### config.mk
export PLATFORM = sky130hd
export DESIGN_NAME = cpb_bridge
export DESIGN_NICKNAME = d
export VERILOG_FILES = /design/src/rtl/cpb_pkg.sv /design/src/rtl/cpb_lane_steer.sv /design/src/rtl/cpb_ctrl_fsm.sv /design/src/rtl/cpb_bridge.sv
export SDC_FILE = /design/constraint.sdc
export NUM_CORES = 1
export LEC_CHECK = 0
export BUFFER_PORTS_ARGS = -buffer_cell sky130_fd_sc_hd__buf_2
export CAP_MARGIN = 25
export CORE_AREA = 2 2 109 111
export CTS_BUF_LIST = sky130_fd_sc_hd__clkbuf_4 sky130_fd_sc_hd__clkbuf_8 sky130_fd_sc_hd__clkbuf_16
export DETAILED_ROUTE_END_ITERATION = 8
export DIE_AREA = 0 0 111 113
export HOLD_SLACK_MARGIN = 0.15
export MAX_ROUTING_LAYER = met4
export PLACE_DENSITY = 0.88
export SETUP_SLACK_MARGIN = 0.3
export SLEW_MARGIN = 10
export SYNTH_ARGS = -nofsm -noshare
export SYNTH_HDL_FRONTEND = slang
export SYNTH_SLANG_ARGS = --single-unit
### constraint.sdc
create_clock -name clk -period 4.5 [get_ports clk]
set_input_delay 0.9 -clock clk [delete_from_list [all_inputs] [get_ports clk]]
set_output_delay 0.9 -clock clk [all_outputs]
set_load 0.05 [all_outputs]
### src/rtl/cpb_pkg.sv
package cpb_pkg;
    typedef enum logic [1:0] {ST_IDLE = 2'd0, ST_WAIT = 2'd1, ST_DONE = 2'd2} state_e;
    typedef enum logic [1:0] {TGT_NONE = 2'd0, TGT_ADDR = 2'd1, TGT_CFG = 2'd2, TGT_PORT = 2'd3} tgt_e;
    localparam logic [1:0] SZ_BYTE = 2'b00;
    localparam logic [1:0] SZ_HALF = 2'b01;
endpackage

### src/rtl/cpb_lane_steer.sv
module cpb_lane_steer
    import cpb_pkg::*;
#(
    parameter int DATA_W = 32,
    localparam int LANES = DATA_W / 8,
    localparam int LANE_W = $clog2(LANES)
) (
    input  logic [1:0]        size_i,
    input  logic [LANE_W-1:0] lane_i,
    input  logic [DATA_W-1:0] wdata_i,
    input  logic [DATA_W-1:0] rsp_data_i,
    input  logic              rsp_err_i,
    output logic [LANES-1:0]  be_o,
    output logic [DATA_W-1:0] wdata_o,
    output logic [DATA_W-1:0] rdata_o
);
    logic [LANE_W-1:0] base_c;
    logic [LANE_W:0]   nbytes_c;
    logic [LANE_W+2:0] shamt_c;
    logic [DATA_W-1:0] wmask_c;
    logic [DATA_W-1:0] raw_c;
    logic [DATA_W-1:0] shr_c;

    always_comb begin
        case (size_i)
            SZ_BYTE: begin
                base_c   = lane_i;
                nbytes_c = (LANE_W+1)'(1);
            end
            SZ_HALF: begin
                base_c   = {lane_i[LANE_W-1:1], 1'b0};
                nbytes_c = (LANE_W+1)'(2);
            end
            default: begin
                base_c   = '0;
                nbytes_c = (LANE_W+1)'(LANES);
            end
        endcase
    end

    assign shamt_c = {base_c, 3'b000};
    assign raw_c   = rsp_err_i ? '1 : rsp_data_i;
    assign shr_c   = raw_c >> shamt_c;
    assign wdata_o = wmask_c << shamt_c;

    for (genvar i = 0; i < LANES; i++) begin : g_lane
        logic keep;
        assign keep = (LANE_W+1)'(i) < nbytes_c;
        assign be_o[i] = ({1'b0, base_c} <= (LANE_W+1)'(i)) &&
                         ((LANE_W+1)'(i) < ({1'b0, base_c} + nbytes_c));
        assign wmask_c[i*8 +: 8] = keep ? wdata_i[i*8 +: 8] : 8'h00;
        assign rdata_o[i*8 +: 8] = keep ? shr_c[i*8 +: 8] : 8'h00;
    end
endmodule

### src/rtl/cpb_ctrl_fsm.sv
module cpb_ctrl_fsm
    import cpb_pkg::*;
(
    input  logic   clk,
    input  logic   rst_n,
    input  logic   host_req,
    input  tgt_e   tgt_i,
    input  logic   dn_ack,
    output state_e state_o,
    output logic   accept_o,
    output logic   dn_req_o,
    output logic   host_done_o,
    output logic   host_stall_o
);
    state_e st, nxt;

    always_ff @(posedge clk or negedge rst_n) begin
        if (!rst_n) st <= ST_IDLE;
        else        st <= nxt;
    end

    always_comb begin
        nxt = st;
        unique case (st)
            ST_IDLE: if (host_req) nxt = (tgt_i == TGT_CFG || tgt_i == TGT_PORT) ? ST_WAIT : ST_DONE;
            ST_WAIT: if (dn_ack) nxt = ST_DONE;
            ST_DONE: nxt = ST_IDLE;
            default: nxt = ST_IDLE;
        endcase
    end

    always_comb begin
        state_o      = st;
        accept_o     = (st == ST_IDLE) && host_req;
        dn_req_o     = (st == ST_WAIT);
        host_done_o  = (st == ST_DONE);
        host_stall_o = host_req && (st != ST_DONE);
    end


    done_pulse_chk: assert property (@(posedge clk) disable iff (!rst_n)
        host_done_o |=> !host_done_o);

    req_hold_chk: assert property (@(posedge clk) disable iff (!rst_n)
        (dn_req_o && !dn_ack) |=> dn_req_o);

    no_overlap_chk: assert property (@(posedge clk) disable iff (!rst_n)
        dn_req_o |-> !host_done_o);
endmodule

### src/rtl/cpb_bridge.sv
module cpb_bridge
    import cpb_pkg::*;
#(
    parameter int HOST_AW = 12,
    parameter int DATA_W = 32,
    parameter int DN_AW = 32,
    parameter int unsigned ADDR_OFS = 'h064,
    parameter int unsigned CFG_OFS = 'h068,
    parameter int unsigned PORT_OFS = 'h06C,
    localparam int LANES = DATA_W / 8,
    localparam int LANE_W = $clog2(LANES)
) (
    input  logic               clk,
    input  logic               rst_n,
    input  logic               host_req,
    input  logic               host_we,
    input  logic [HOST_AW-1:0] host_addr,
    input  logic [1:0]         host_size,
    input  logic [DATA_W-1:0]  host_wdata,
    output logic               host_stall,
    output logic               host_done,
    output logic [DATA_W-1:0]  host_rdata,
    output logic               dn_req,
    output logic               dn_kind,
    output logic               dn_we,
    output logic [DN_AW-1:0]   dn_addr,
    output logic [LANES-1:0]   dn_be,
    output logic [DATA_W-1:0]  dn_wdata,
    input  logic               dn_ack,
    input  logic [DATA_W-1:0]  dn_rdata,
    input  logic               dn_err
);
    localparam int WA_W = HOST_AW - LANE_W;

    tgt_e              tgt_c, tgt_q;
    state_e            st;
    logic              accept;
    logic              we_q;
    logic [1:0]        size_q;
    logic [LANE_W-1:0] lane_q;
    logic [DATA_W-1:0] wdata_q, addr_q, rdata_q, steer_rd;
    logic [WA_W-1:0]   word_a;

    assign word_a = host_addr[HOST_AW-1:LANE_W];

    always_comb begin
        if (word_a == WA_W'(ADDR_OFS >> LANE_W))      tgt_c = TGT_ADDR;
        else if (word_a == WA_W'(CFG_OFS >> LANE_W))  tgt_c = TGT_CFG;
        else if (word_a == WA_W'(PORT_OFS >> LANE_W)) tgt_c = TGT_PORT;
        else                                          tgt_c = TGT_NONE;
    end

    cpb_ctrl_fsm u_fsm (
        .clk          (clk),
        .rst_n        (rst_n),
        .host_req     (host_req),
        .tgt_i        (tgt_c),
        .dn_ack       (dn_ack),
        .state_o      (st),
        .accept_o     (accept),
        .dn_req_o     (dn_req),
        .host_done_o  (host_done),
        .host_stall_o (host_stall)
    );

    cpb_lane_steer #(.DATA_W(DATA_W)) u_steer (
        .size_i     (size_q),
        .lane_i     (lane_q),
        .wdata_i    (wdata_q),
        .rsp_data_i (dn_rdata),
        .rsp_err_i  (dn_err),
        .be_o       (dn_be),
        .wdata_o    (dn_wdata),
        .rdata_o    (steer_rd)
    );

    always_ff @(posedge clk or negedge rst_n) begin
        if (!rst_n) begin
            tgt_q   <= TGT_NONE;
            we_q    <= 1'b0;
            size_q  <= '0;
            lane_q  <= '0;
            wdata_q <= '0;
        end else if (accept) begin
            tgt_q   <= tgt_c;
            we_q    <= host_we;
            size_q  <= host_size;
            lane_q  <= host_addr[LANE_W-1:0];
            wdata_q <= host_wdata;
        end
    end

    always_ff @(posedge clk or negedge rst_n) begin
        if (!rst_n) addr_q <= '0;
        else if (accept && host_we && tgt_c == TGT_ADDR) addr_q <= host_wdata;
    end

    always_ff @(posedge clk or negedge rst_n) begin
        if (!rst_n) begin
            rdata_q <= '0;
        end else if (accept) begin
            rdata_q <= (!host_we && tgt_c == TGT_ADDR) ? addr_q : '0;
        end else if (st == ST_WAIT && dn_ack) begin
            rdata_q <= we_q ? '0 : steer_rd;
        end
    end

    assign host_rdata = rdata_q;
    assign dn_we      = we_q;
    assign dn_kind    = (tgt_q == TGT_PORT);
    assign dn_addr    = dn_kind ? DN_AW'(addr_q[15:0]) : DN_AW'({addr_q[23:2], 2'b00});


    dn_fields_stable_chk: assert property (@(posedge clk) disable iff (!rst_n)
        (dn_req && !dn_ack) |=> ($stable(dn_addr) && $stable(dn_be) && $stable(dn_we) && $stable(dn_kind)));

    addr_no_cycle_chk: assert property (@(posedge clk) disable iff (!rst_n)
        (st == ST_IDLE && host_req && tgt_c == TGT_ADDR) |=> !dn_req);

    cfg_align_chk: assert property (@(posedge clk) disable iff (!rst_n)
        (dn_req && !dn_kind) |-> (dn_addr[1:0] == 2'b00 && dn_addr[DN_AW-1:24] == '0));

    be_present_chk: assert property (@(posedge clk) disable iff (!rst_n)
        dn_req |-> (dn_be != '0));
endmodule

==> results of run 1 <==
[timing repair]
item,CTS,global route
endpoints found under the hold margin,0,0
pin swaps,0,0
endpoints found under the setup margin,3,8
resized for setup,1,2
[power by group through the flow]
stage | logic [mW] | clock network [mW] | registers [mW]
4_1_cts | 1.01 | 0.796 | 1.11
2_1_floorplan | 0.595 | 0 | 1.25
6_report | 1.01 | 0.788 | 1.11
3_3_place_gp | 0.995 | 0 | 1.12
5_1_grt | 1.07 | 0.836 | 1.12
3_5_place_dp | 1.00 | 0 | 1.12
[per-layer routing]
| layer | global-route usage | up-vias |
|---|---|---|
| met3 | 0.0498 | 33 |
| met5 | - | - |
| met2 | 0.438 | 328 |
| met1 | 0.407 | 2445 |
| met4 | 0.0850 | 0 |
| li1 | - | 2355 |
[kinds of logic after synthesis]
family	count (synthesis)	share of synthesized area
mux	41	0.0996
simple gates	272	0.224
other cells	1	0.000662
xor+xnor	2	0.00309
buf+inv	66	0.0663
flops	105	0.464
fa+ha+maj	3	0.00663
compound gates	109	0.136
[critical path, stage by stage (launching register included)]
cell,delay [ns]
dfrtp_1,0.46
nor2_1,0.20
inv_2,0.13
ha_1,0.23
or4b_4,0.64
inv_2,0.10
ha_1,0.14
ha_1,0.15
a31oi_2,0.07
xnor2_4,0.19
o311a_2,0.36
buf_2,0.22
[placed cells by master, fill, tap and decap left out, types with 2 or more instances in the layout]
cell type / count
a21oi_1: 25
a221o_1: 4
a221oi_1: 16
a22oi_1: 20
a2bb2oi_1: 8
and2_1: 10
and3_1: 10
buf_2: 179
buf_4: 11
clkbuf_16: 9
clkinvlp_4: 2
conb_1: 8
dfrtp_1: 105
ha_1: 3
inv_1: 3
inv_2: 2
mux2_2: 3
mux2_4: 30
mux2i_1: 8
nand2_1: 129
nand2b_1: 10
nand3b_1: 9
nor2_1: 67
nor2b_1: 4
nor3_2: 2
nor3b_2: 2
nor4b_1: 2
o21ai_0: 15
o311ai_0: 8
o31ai_1: 8
or3_1: 16
or3b_1: 2
[per-stage QoR]
stage           util  setup WS (ns)  power, mW  cells
2_1_floorplan      -          0.220       1.85    606
3_3_place_gp   0.579          0.643       2.12    879
3_5_place_dp   0.580          0.608       2.12    880
4_1_cts        0.607          0.364       2.91    895
5_1_grt        0.609          0.227       3.03    896
6_report       0.609          0.365       2.91    896
[cell type report]
class / instances / area [µm²] / area share
multi-input combinational: 435 / 2730 / 0.398
sequential: 105 / 2630 / 0.383
timing repair buffer: 193 / 1020 / 0.148
clock buffer: 9 / 225 / 0.0328
tap: 143 / 179 / 0.0261
clock inverter: 6 / 67.6 / 0.00984
inverter: 5 / 18.8 / 0.00273
[registers in the layout, indices dropped and copies added, names as in the netlist]
name and cells:
addr_q 32, u_fsm.state_o 2, host_rdata 32, size_q 2
tgt_q 2, lane_q 2, wdata_q 32, dn_we 1
[path summary, 6_finish.rpt]
check	startpoint	endpoint	slack, ns	depth (start not counted)
min in group asynchronous	rst_n	host_rdata[17]	0.55	1
max in group asynchronous	rst_n	host_rdata[9]	3.23	2
worst max register to register	size_q[1]	host_rdata[0]	1.37	8
worst min-delay path	host_rdata[31]	host_rdata[31]	0.48	2
worst max-delay path	size_q[1]	dn_be[0]	0.37	11
worst min register to register	host_rdata[31]	host_rdata[31]	0.48	2
==> flow_summary.yaml, run 1 <==
status:
  status: "finished clean"
synthesis:
  synthTopCellsByArea: "dfrtp_1 46%, nand2_1 8.6%, mux2_4 8.0%"
  yosysUniqueCellTypes: 45
  avgSynthCellArea_um2: 9.45
  netlist_top_cells_count: "129 x nand2_1, 105 x dfrtp_1, 67 x nor2_1"
  synthCells: 599
  ys_seq_area_frac: 0.464
  yosys.area.top_type_share: 0.464
  yosys_most_used_dff: "dfrtp_1"
  synth.largest_area_cell: "dfrtp_1"
  ys_ff_latch: 105
  syn-cell-area_mm2: 0.00566
  synth_edf_count: 0
  yosys_warnings: 0
  synthArstFlopShare: 1.00
  synth.most_common_cell: "nand2_1"
sta:
  tns_ns: 0
  drv_slew: 0
  tightest_slew_ns: 0.875
  layout_min_cycle_time_ns: 4.13
  holdWs_ns: 0.482
  fin_worst_skew_ns: 0.00985
  maxSlewHeadroom: 0.416
  setup_viol: 0
  max_freq_mhz: 242
  grt_setup_unrepaired: "true"
  hold_viol: 0
  final.period_utilization: 0.919
floorplan:
  coreArea_mm2: 0.0113
  die_h_um: 113
  die_x_um: 111
  initial_core_util: 0.502
  fp-row-count: 39
  dieArea_mm2: 0.0125
  io_pins: 189
power_and_ir_drop:
  p_int_mw: 1.73
  pwr-share-comb: 0.348
  pwr_density_cell_mw_per_mm2: 424
  switching_share: 0.406
  leakage_nw: 3.69
  peakVddDrop_uv: 269
  clkPwrFrac: 0.271
  switching_power_mw: 1.18
  pwr-share-seq: 0.381
clock_tree:
  cts_buffers: 9
  cts_hold_buf: 0
  htree_levels: 3
  clock_tree.root_cell: "clkbuf_16"
  clk_pin_slew_worst_paths_ns: 0.07
  clock_sinks: 105
  ctsLongestPathBuffers: 2
  clk_latency_ns: 0.34
  cts_tree: "built"
  post-cts-setup-buffer-count: 0
finish:
  area_growth_pct: 21.3
  n_fill_cell: 1028
  drive_gt1_frac: 0.339
  final_cell_area_mm2: 0.00687
  nets: 836
  n_antenna_cell: 0
drt:
  top_layer_used: "met4"
  routed_wl_um: 17700
  dr_wl_met3_um: 1580
  drtIter0Drc: 500
  route.met2.wl_um: 8320
  wl_per_cell_um: 19.8
  vias_per_cell: 5.76
  drc: 0
  first_pass_iters: 5
  met1_length_um: 7470
  drtAntennaViolNets: 0
  via_count: 5161
global_routing:
  grt_pass1_vias: 4851
  grt_max_degree: 84
  grt.total_usage: 0.290
  gr-total-overflow: 0
  grt_pass1_wl_um: 27500
  antenna_found_initial: 0
setup_path:
  crit_fanout: 12
  worstSetupPathType: "reg -> out"
  end_kind: "primary output"
  cp-start-kind: "flop"
  critPathArrivalTime_ns: 3.23
  required_ns: 3.60
worst_hold_path:
  worst_hold_path_type: "reg -> reg"
placement:
  gp_congestion: 0.941
  dpl-instance-area_mm2: 0.00654
  portBuffers: 180
  dp_hpwl_um: 13400
flow_run:
  cap_viol_max_count: 0
No activity file was read; power rests on OpenSTA's default activity.
==> run 2: changes to the inputs <==
--- a/config.mk
+++ b/config.mk
@@ -5,15 +5,16 @@
 export SDC_FILE = /design/constraint.sdc
 export NUM_CORES = 1
 export LEC_CHECK = 0
+export ABC_AREA = 1
 export BUFFER_PORTS_ARGS = -buffer_cell sky130_fd_sc_hd__buf_2
 export CAP_MARGIN = 25
-export CORE_AREA = 2 2 109 111
+export CORE_AREA = 2 2 126 103
 export CTS_BUF_LIST = sky130_fd_sc_hd__clkbuf_4 sky130_fd_sc_hd__clkbuf_8 sky130_fd_sc_hd__clkbuf_16
 export DETAILED_ROUTE_END_ITERATION = 8
-export DIE_AREA = 0 0 111 113
+export DIE_AREA = 0 0 128 105
 export HOLD_SLACK_MARGIN = 0.15
 export MAX_ROUTING_LAYER = met4
-export PLACE_DENSITY = 0.88
+export PLACE_DENSITY = 0.89
 export SETUP_SLACK_MARGIN = 0.3
 export SLEW_MARGIN = 10
 export SYNTH_ARGS = -nofsm -noshare
==> flow_summary.yaml, run 2 <==
synthesis:
  synthTopCellsByArea: "dfrtp_1 42%, nand2_1 12%, nor2_1 7.6%"
  yosys.area.top_type_share: 0.416
  synth.most_common_cell: "nand2_1"
  netlist_top_cells_count: "208 x nand2_1, 128 x nor2_1, 116 x inv_1"
  avgSynthCellArea_um2: 7.38
  yosysUniqueCellTypes: 33
  yosys_most_used_dff: "dfrtp_1"
  synth.largest_area_cell: "dfrtp_1"
  yosys_warnings: 0
  synthCells: 856
  ys_ff_latch: 105
  syn-cell-area_mm2: 0.00632
  ys_seq_area_frac: 0.416
  synthArstFlopShare: 1.00
  synth_edf_count: 0
setup_path:
  rr_endpoint: "host_rdata[0]"
  crit_fanout: 34
  worstRegToRegCells: 11
  rrSetupSlack_ns: 1.58
  rr_startpoint: "size_q[1]"
  worstSetupPathType: "reg -> out"
  cp-start-kind: "flop"
  required_ns: 3.60
  critPathArrivalTime_ns: 3.06
  end_kind: "primary output"
global_routing:
  grt_max_degree: 84
  antenna_found_initial: 0
  grt.total_usage: 0.294
  gr-total-overflow: 0
  grt_pass1_vias: 5625
  grt_pass1_wl_um: 29600
floorplan:
  die_x_um: 128
  fp-row-count: 36
  die_h_um: 105
  io_pins: 189
  coreArea_mm2: 0.0121
  initial_core_util: 0.524
  dieArea_mm2: 0.0134
sta:
  fin_worst_skew_ns: 0.00608
  setup_viol: 0
  max_freq_mhz: 253
  drv_slew: 0
  hold_viol: 0
  tightest_slew_ns: 0.945
  layout_min_cycle_time_ns: 3.96
  fin_ws_ns: 0.544
  tns_ns: 0
  final.period_utilization: 0.879
  maxSlewHeadroom: 0.367
  holdWs_ns: 0.491
  grt_setup_unrepaired: "false"
power_and_ir_drop:
  pwr-share-comb: 0.391
  leakage_nw: 3.99
  finalPower_mw: 3.12
  clkPwrFrac: 0.255
  peakVddDrop_uv: 282
  p_int_mw: 1.72
  pwr-share-seq: 0.355
  switching_share: 0.448
  pwr_density_cell_mw_per_mm2: 422
  switching_power_mw: 1.40
clock_tree:
  htree_levels: 3
  clock_sinks: 105
  post-cts-setup-buffer-count: 0
  clock_tree.root_cell: "clkbuf_16"
  cts-resized-gates: 0
  cts_tree: "built"
  cts_hold_buf: 0
  clk_pin_slew_worst_paths_ns: 0.08
  clk_latency_ns: 0.36
  cts_buffers: 9
  ctsLongestPathBuffers: 2
placement:
  dpl-instance-area_mm2: 0.00705
  dp_hpwl_um: 14200
  gp_congestion: 0.950
  dp.cells: 1135
  portBuffers: 180
  post-place-ws_ns: 0.702
drt:
  wl_per_cell_um: 16.4
  first_pass_iters: 6
  drc: 0
  via_count: 6114
  drtAntennaViolNets: 0
  vias_per_cell: 5.30
  routed_wl_um: 18900
  drtIter0Drc: 711
finish:
  final_common_cell: "nand2_1"
  final_util: 0.612
  drive_gt1_frac: 0.274
  n_fill_cell: 1110
  n_antenna_cell: 0
  finalNonFillerCells: 1153
  final_cell_mix: "208 x nand2_1, 179 x buf_2, 128 x nor2_1, 116 x inv_1, 105 x dfrtp_1"
  final_cell_area_mm2: 0.00739
  area_growth_pct: 16.9
  nets: 1083
flow_run:
  cap_viol_max_count: 0
worst_hold_path:
  worst_hold_path_type: "in -> async"
status:
  status: "finished clean"
==> run 2: kinds of logic after synthesis <==
logic type               share of synthesized area
other                                     0.000593
flip-flops                                   0.416
adder cells (fa/ha/maj)                    0.00594
buffers and inverters                        0.146
XOR/XNOR                                   0.00139
AND/OR/NAND/NOR                              0.311
AO/OA/AOI/OAI                                0.120
==> run 2: routing by layer <==
metal	share of wire	track usage	vias to the layer above
met5	0	-	-
met4	0.021	0.0808	0
met3	0.090	0.0589	34
met2	0.44	0.428	320
met1	0.45	0.420	2820
li1	-	-	2940
==> run 2: critical path, stage by stage, from the launching register on <==
cell,delay [ns]
dfrtp_1,0.40
inv_2,0.06
nand2_1,0.13
ha_2,0.45
inv_2,0.11
nand3_2,0.28
clkinv_2,0.47
nand2_1,0.39
o22ai_1,0.15
buf_2,0.24
==> run 2: power by group through the flow <==
stage	registers, mW	logic [mW]	clock network, mW
finish	1.11	1.22	0.794
global route	1.12	1.30	0.836
CTS	1.11	1.20	0.802
detailed placement	1.12	1.20	0
global placement	1.12	1.18	0
floorplan	1.30	0.721	0
==> run 2: area by class of cell <==
class / instances / area, µm² / share of cell area
inverter: 124 / 469 / 0.0635
timing repair buffer: 188 / 983 / 0.133
clock buffer: 10 / 239 / 0.0323
sequential: 105 / 2630 / 0.356
multi-input combinational: 568 / 2820 / 0.382
clock inverter: 6 / 61.3 / 0.00830
tap: 152 / 190 / 0.0257
==> run 2: worst max-delay path by stage <==
stage | end | slack, ns | startpoint
2_1_floorplan | dn_be[0] | 0.79 | size_q[1]
3_3_place_gp | dn_wdata[16] | 0.83 | size_q[1]
3_5_place_dp | dn_wdata[16] | 0.70 | size_q[1]
4_1_cts | dn_wdata[16] | 0.32 | size_q[1]
5_1_grt | dn_wdata[16] | 0.33 | size_q[1]
6_report | dn_wdata[16] | 0.54 | size_q[1]
==> run 3: changes to the inputs <==
--- a/config.mk
+++ b/config.mk
@@ -7,7 +7,7 @@
 export LEC_CHECK = 0
 export ABC_AREA = 1
 export BUFFER_PORTS_ARGS = -buffer_cell sky130_fd_sc_hd__buf_2
-export CAP_MARGIN = 25
+export CAP_MARGIN = 30
 export CORE_AREA = 2 2 126 103
 export CTS_BUF_LIST = sky130_fd_sc_hd__clkbuf_4 sky130_fd_sc_hd__clkbuf_8 sky130_fd_sc_hd__clkbuf_16
 export DETAILED_ROUTE_END_ITERATION = 8
@@ -15,6 +15,7 @@
 export HOLD_SLACK_MARGIN = 0.15
 export MAX_ROUTING_LAYER = met4
 export PLACE_DENSITY = 0.89
+export REMOVE_ABC_BUFFERS = 1
 export SETUP_SLACK_MARGIN = 0.3
 export SLEW_MARGIN = 10
 export SYNTH_ARGS = -nofsm -noshare
==> flow_summary.yaml, run 3 (same netlist as run 2, synthesis figures left out) <==
status:
  status: "finished clean"
drt:
  drc: 0
  vias_per_cell: 5.30
  wl_per_cell_um: 16.1
  drtAntennaViolNets: 0
  routed_wl_um: 18600
  first_pass_iters: 6
  drtIter0Drc: 794
  via_count: 6107
worst_hold_path:
  worst_hold_path_type: "reg -> reg"
  hp-start: "tgt_q[1]"
placement:
  post-place-ws_ns: 0.727
  gp_congestion: 0.950
  dp_hpwl_um: 13400
  dpl-instance-area_mm2: 0.00705
  portBuffers: 180
flow_run:
  cap_viol_max_count: 0
power_and_ir_drop:
  pwr_density_cell_mw_per_mm2: 424
  leakage_nw: 3.99
  peakVddDrop_uv: 294
finish:
  final_cell_area_mm2: 0.00736
  register_area_mm2: 0.00263
  multiInputGateArea_mm2: 0.00282
  final_common_cell: "nand2_1"
  n_antenna_cell: 0
  n_fill_cell: 1134
  final_cell_mix: "208 x nand2_1, 179 x buf_2, 128 x nor2_1, 116 x inv_1, 105 x dfrtp_1"
  area_growth_pct: 16.4
  drive_gt1_frac: 0.273
  nets: 1082
clock_tree:
  clk_latency_ns: 0.35
  cts_buffers: 9
  cts_hold_buf: 0
  cts_tree: "built"
  htree_levels: 3
  clock_tree.root_cell: "clkbuf_16"
  cts-resized-gates: 0
  clk_pin_slew_worst_paths_ns: 0.07
  post-cts-setup-buffer-count: 0
  ctsLongestPathBuffers: 2
  clock_sinks: 105
sta:
  layout_min_cycle_time_ns: 3.97
  fin_worst_skew_ns: 0.00784
  holdWs_ns: 0.489
  final.period_utilization: 0.882
  setup_viol: 0
  hold_viol: 0
  fin_ws_ns: 0.531
  grt_setup_unrepaired: "false"
  tightest_slew_ns: 0.868
  drv_slew: 0
  maxSlewHeadroom: 0.422
  tns_ns: 0
  max_freq_mhz: 252
floorplan:
  coreArea_mm2: 0.0121
  die_x_um: 128
  initial_core_util: 0.524
  die_h_um: 105
  dieArea_mm2: 0.0134
  io_pins: 189
  fp-row-count: 36
global_routing:
  grt_pass1_vias: 5557
  antenna_found_initial: 0
  grt.total_usage: 0.284
  grt_max_degree: 72
  gr-total-overflow: 0
  grt_pass1_wl_um: 29000
setup_path:
  cp-start-kind: "flop"
  end_kind: "primary output"
  worstSetupPathType: "reg -> out"
  path_cells: "inv_2 > nand2_1 > ha_2 > inv_2 > nand3_2 > inv_2 > nand2_1 > o22ai_1 > buf_2"
  cpMostUsedCell: "inv_2"
  required_ns: 3.60
  cp_slowest_cell: "dfrtp_1"
  rr_startpoint: "size_q[1]"
  critPathArrivalTime_ns: 3.07
  crit_fanout: 15
  crit_start: "size_q[1]"
  slowest_delay_ns: 0.42
## run 3: power breakdown
part / internal (mW) / switching (mW)
clock network: 0.440 / 0.369
registers: 1.04 / 0.0581
logic: 0.274 / 0.934
total: 1.76 / 1.36
## run 3: worst paths after layout
kind / cells past startpoint / slack (ns) / to
max in group asynchronous: 2 / 3.09 / wdata_q[4]
worst min-delay path: 2 / 0.49 / tgt_q[1]
min in group asynchronous: 1 / 0.58 / host_rdata[0]
worst min register to register: 2 / 0.49 / tgt_q[1]
worst max register to register: 11 / 1.85 / host_rdata[2]
worst max-delay path: 9 / 0.53 / dn_wdata[23]
## run 3: layout make-up
cell class,count,area share
multi-input cells,568,0.383
flip-flops and latches,105,0.357
repair buffers,187,0.130
inverters,124,0.0636
clock buffers,10,0.0316
well taps,152,0.0258
clock inverters,6,0.00884
## run 3: metrics by stage
step	std cells	power, mW	util
floorplan	796	1.98	-
detailed placement	1135	2.31	0.584
CTS	1151	3.11	0.609
global route	1152	3.25	0.610
finish	1152	3.12	0.610
global placement	1135	2.29	0.584
## run 3: layer usage
layer	vias up	wire, µm	global-route usage
met5	-	0	-
met4	0	228	0.0581
met3	22	1560	0.0512
met2	333	8300	0.418
met1	2808	8470	0.412
li1	2944	-	-
## run 3: critical path, delay by kind of cell, from the launching register on
kind / cells / cell delay [ns]
buf+inv: 4 / 0.91
simple gates: 3 / 0.76
flops: 1 / 0.42
fa+ha+maj: 1 / 0.34
compound gates: 1 / 0.28
